`src/rtl/rxm_pkg.sv`:
```
package rxm_pkg;
  localparam int unsigned WORD_W  = 4;
  localparam int unsigned N_SLOTS = 4;
  localparam int unsigned SEL_W   = (N_SLOTS > 1) ? $clog2(N_SLOTS) : 1;
endpackage

```
`src/rtl/rxm_store_cell.sv`:
```
module rxm_store_cell #(
  parameter int unsigned W = 4
) (
  input  logic         clk,
  input  logic         rst_n,
  input  logic [W-1:0] din,
  input  logic         le,
  input  logic         ce_n,
  output logic [W-1:0] dout
);
  logic [W-1:0] held_q;
  logic [W-1:0] held_d;
  logic         load;

  always_comb begin
    load   = le | ~ce_n;
    held_d = load ? din : held_q;
  end

  always_ff @(posedge clk or negedge rst_n) begin
    if (!rst_n) held_q <= '0;
    else        held_q <= held_d;
  end

  assign dout = le ? din : held_q;

  // an idle cell that stays opaque keeps showing the same word
  assert_hold_R4: assert property (@(posedge clk) disable iff (!rst_n)
    (!le && $past(!le && ce_n)) |-> (dout == $past(dout)));
endmodule

```
`src/rtl/rxm_select.sv`:
```
module rxm_select #(
  parameter int unsigned W  = 4,
  parameter int unsigned N  = 4,
  parameter int unsigned SW = 2
) (
  input  logic [N*W-1:0] din,
  input  logic [SW-1:0]  sel,
  output logic [W-1:0]   dout
);
  logic [W-1:0] slot [N];

  for (genvar g = 0; g < N; g++) begin : g_slot
    assign slot[g] = din[g*W +: W];
  end

  always_comb begin
    dout = '0;
    for (int i = 0; i < N; i++) begin
      if (sel == SW'(i)) dout = slot[i];
    end
  end
endmodule

```
`src/rtl/rxm_path.sv`:
```
module rxm_path
  import rxm_pkg::*;
#(
  parameter int unsigned W  = WORD_W,
  parameter int unsigned N  = N_SLOTS,
  parameter int unsigned SW = SEL_W
) (
  input  logic         clk,
  input  logic         rst_n,
  input  logic [N*W-1:0] b_bus,
  input  logic [N-1:0] cell_le,
  input  logic         bank_ce_n,
  input  logic [SW-1:0] sel,
  input  logic         out_le,
  input  logic         out_ce_n,
  input  logic         out_dis,
  output logic [W-1:0] a_out,
  output logic         a_hiz
);
  logic [N*W-1:0] bank_out;
  logic [W-1:0]   node;
  logic [W-1:0]   stage2;

  for (genvar g = 0; g < N; g++) begin : g_bank
    rxm_store_cell #(.W(W)) u_cell (
      .clk  (clk),
      .rst_n(rst_n),
      .din  (b_bus[g*W +: W]),
      .le   (cell_le[g]),
      .ce_n (bank_ce_n),
      .dout (bank_out[g*W +: W])
    );
  end

  rxm_select #(.W(W), .N(N), .SW(SW)) u_sel (
    .din (bank_out),
    .sel (sel),
    .dout(node)
  );

  rxm_store_cell #(.W(W)) u_out (
    .clk  (clk),
    .rst_n(rst_n),
    .din  (node),
    .le   (out_le),
    .ce_n (out_ce_n),
    .dout (stage2)
  );

  always_comb begin
    a_hiz = out_dis;
    a_out = out_dis ? '0 : stage2;
  end

  // fully transparent path carries the selected input slot
  assert_flow_R1: assert property (@(posedge clk) disable iff (!rst_n)
    (cell_le[sel] && out_le && !out_dis) |-> (a_out == b_bus[sel*W +: W]));

  // a second-stage load shows the previous node value next cycle
  assert_load_R6: assert property (@(posedge clk) disable iff (!rst_n)
    (!out_le && !out_ce_n && !out_dis) |=>
      (out_le || out_dis || a_out == $past(node)));

  // disabled output is quiet
  assert_quiet_R7: assert property (@(posedge clk) disable iff (!rst_n)
    a_hiz |-> (a_out == '0));
endmodule

```
`config.mk`:
```
export PLATFORM = sky130hd
export DESIGN_NAME = rxm_path
export DESIGN_NICKNAME = d
export VERILOG_FILES = /design/src/rtl/rxm_pkg.sv /design/src/rtl/rxm_store_cell.sv /design/src/rtl/rxm_select.sv /design/src/rtl/rxm_path.sv
export SDC_FILE = /design/constraint.sdc
export NUM_CORES = 1
export LEC_CHECK = 0
export BUFFER_PORTS_ARGS = -buffer_cell sky130_fd_sc_hd__buf_2
export CAP_MARGIN = 20
export CORE_ASPECT_RATIO = 0.8
export CORE_MARGIN = 2
export CORE_UTILIZATION = 50
export DETAILED_ROUTE_END_ITERATION = 7
export GPL_ROUTABILITY_DRIVEN = 0
export PLACE_DENSITY = 0.76
export SLEW_MARGIN = 5
export SYNTH_ARGS = -nofsm -noshare
export SYNTH_HDL_FRONTEND = slang
export SYNTH_HIERARCHICAL = 1
export SYNTH_SLANG_ARGS = --single-unit
```
`constraint.sdc`:
```
create_clock -name clk -period 2.7 [get_ports clk]
set_input_delay 0.27 -clock clk [delete_from_list [all_inputs] [get_ports clk]]
set_output_delay 0.27 -clock clk [all_outputs]
set_load 0.02 [all_outputs]
```
==> results.toml <==
[logic_synthesis]
netlist_instances = 74
synth_fp_nets = 102
seq_area_frac_synth_pct = 40.6
synth_top_area_share_pct = 40.6
netlist_area_sq_um = 1230
synth_area_leaders = "dfrtp_1 (41%), mux2_4 (24%), mux2_2 (18%)"
synthArstFlopShare_pct = 100
synthFlopType = "dfrtp_1"
avgSynthCellArea_sq_um = 16.7
yosys_warnings = 6
ys_types = 7
ys_seq_elements = 20
synth_edf_count = 0
yosys.area.top_type = "dfrtp_1"
ys_top_cells_by_count = "dfrtp_1 (20), mux2_2 (20), mux2_4 (20)"

[pwr]
powerDensity_nw_per_um2 = 467
vdd_drop_max_uv = 212
p_leak_uw = 0.000729

[outcome]
status = "complete, no violations"

[clocking]
postCtsSetupRepairBufs = 0
clk_latency_ns = 0.30
clock-sinks = 20
cts_tree = "yes"
clk_pin_slew_worst_paths_ns = 0.11
h-tree-depth = 1
clk_path_buf_depth = 2
numCtsBuffers = 3
cts_resized = 0
cts_root_buf = "clkbuf_4"

[global_routing]
grt_usage_pct = 17.5
grt_pass1_vias = 747
grt_pass1_wl_um = 3680
antenna_found_initial = 0
grt_max_degree = 21
overflow = 0

[final_layout]
area_delta_synth_final_pct = 17.8
nNetsFinal = 139
antenna_cells = 0
drive_gt1_share_pct = 73.4
final-instance-count-excl-fill = 136

[floorplanning]
die_y_um = 48.4
rows = 16
dieWidth_um = 59.5
core_area_sq_um = 2400
initial_core_util_pct = 51.3
die_area_sq_um = 2880
io_pins = 33

[flow_run]
cap_violations = 0

[timing]
max_slew_margin_pct = 69.5
final-hold-violation-count = 0
rsz0062_at_grt = "false"
tns_ns = 0
fmax_ghz = 0.426
tightest_slew_ns = 0.458
fin_crit_sh_pct = 87.0
period_minus_slack_ns = 2.35
skew_ns = 0.00135
maxSlewViolCount = 0
setup_viol = 0

[place]
io_buffer_count = 32
dp_cells = 132

[critical_path]
r2r_start = "g_bank[1].u_cell/held_q[0]$_DFFE_PN0P_"
worstSetupEndpointType = "output pin"
cp.arrival_ns = 2.08
path_class = "flop to output pin"
required_ns = 2.43
startpoint = "g_bank[1].u_cell/held_q[0]$_DFFE_PN0P_"
start_kind = "flop"
critPathMaxFanout = 2

[hold_path]
hp-class = "primary input to flop"
hp-start = "b_bus[14]"

[detailed_routing]
first_pass_iters = 3
drc = 0
viasPerCell = 5.40
drt-total-wl_um = 2230
first_iter_violations = 10
wl_per_cell_um = 16.4
via_count = 734
ant_nets = 0
-- timing repair --
item	CTS	global route
hold buffers	1	0
endpoints found under the setup margin	0	0
hold endpoints to repair	20	0
-- flip-flops by register name (all words and copies together) (netlist names) --
name / count
g_bank.u_cell/held_q: 16
u_out/held_q: 4
-- worst max-delay path: stages, from the launching register on --
cell and delay (ns):
dfrtp_1 0.40, mux2_2 0.27, mux4_1 0.55, mux2_2 0.29, nor2b_1 0.13, buf_2 0.15
-- metrics by stage --
stage,power [uW],hold slack (ns),setup slack [ns],utilization (%),area [sq um]
2_1_floorplan,475,-0.0256,0.882,-,1230
3_5_place_dp,538,0.252,0.581,59.1,1420
6_report,677,0.202,0.351,60.4,1450
3_3_place_gp,533,0.244,0.611,59.1,1420
4_1_cts,685,0.192,0.358,60.4,1450
5_1_grt,713,0.183,0.276,60.4,1450
-- placed cells by master, fill, tap and decap left out --
| master | count |
|---|---|
| nand2b_4 | 5 |
| buf_2 | 32 |
| mux2_4 | 20 |
| dlygate4sd3_1 | 1 |
| mux2_2 | 20 |
| nor2b_1 | 4 |
| clkbuf_4 | 3 |
| mux4_1 | 4 |
| dfrtp_1 | 20 |
-- worst paths after layout --
| check | slack (ns) | endpoint | cells after the start |
|---|---|---|---|
| setup reg to reg | 1.11 | u_out/held_q[0]$_DFFE_PN0P_ | 3 |
| min in group asynchronous | 0.43 | g_bank[2].u_cell/held_q[0]$_DFFE_PN0P_ | 2 |
| max in group asynchronous | 1.95 | g_bank[0].u_cell/held_q[3]$_DFFE_PN0P_ | 2 |
| hold / removal | 0.20 | g_bank[3].u_cell/held_q[2]$_DFFE_PN0P_ | 2 |
| hold reg to reg | 0.52 | g_bank[3].u_cell/held_q[1]$_DFFE_PN0P_ | 1 |
| setup / recovery | 0.35 | a_out[0] | 5 |
-- cell families (layout without fill, tap and decap cells) --
logic type / Yosys count / count (layout) / share of synthesized area, %
mux: 44 / 44 / 51.2
flops: 20 / 20 / 40.6
simple gates: 9 / 9 / 7.61
buf+inv: 1 / 36 / 0.609
-- final cells by class --
class	count	area, sq um
fill	200	951
sequential	20	500
clock buffer	3	22.5
multi-input combinational	53	724
timing repair buffer	33	170
tap	27	33.8
-- where the power goes --
part | leakage [uW] | switching [uW] | internal [uW]
sequential | 0.000233 | 17.1 | 330
combinational | 0.000482 | 69.5 | 117
clock | 0.0000138 | 91.9 | 52.1
-- per-layer routing --
metal / wire length [um] / share of wire [%] / up-vias / GRT usage, %
met5: 0 / 0 / - / 0
met4: 15 / 0.67 / 0 / 3.33
met3: 122 / 5.5 / 2 / 6.42
met2: 1060 / 47 / 21 / 26.7
met1: 1030 / 46 / 362 / 24.0
li1: - / - / 349 / -
No activity file was read; power rests on OpenSTA's default activity.
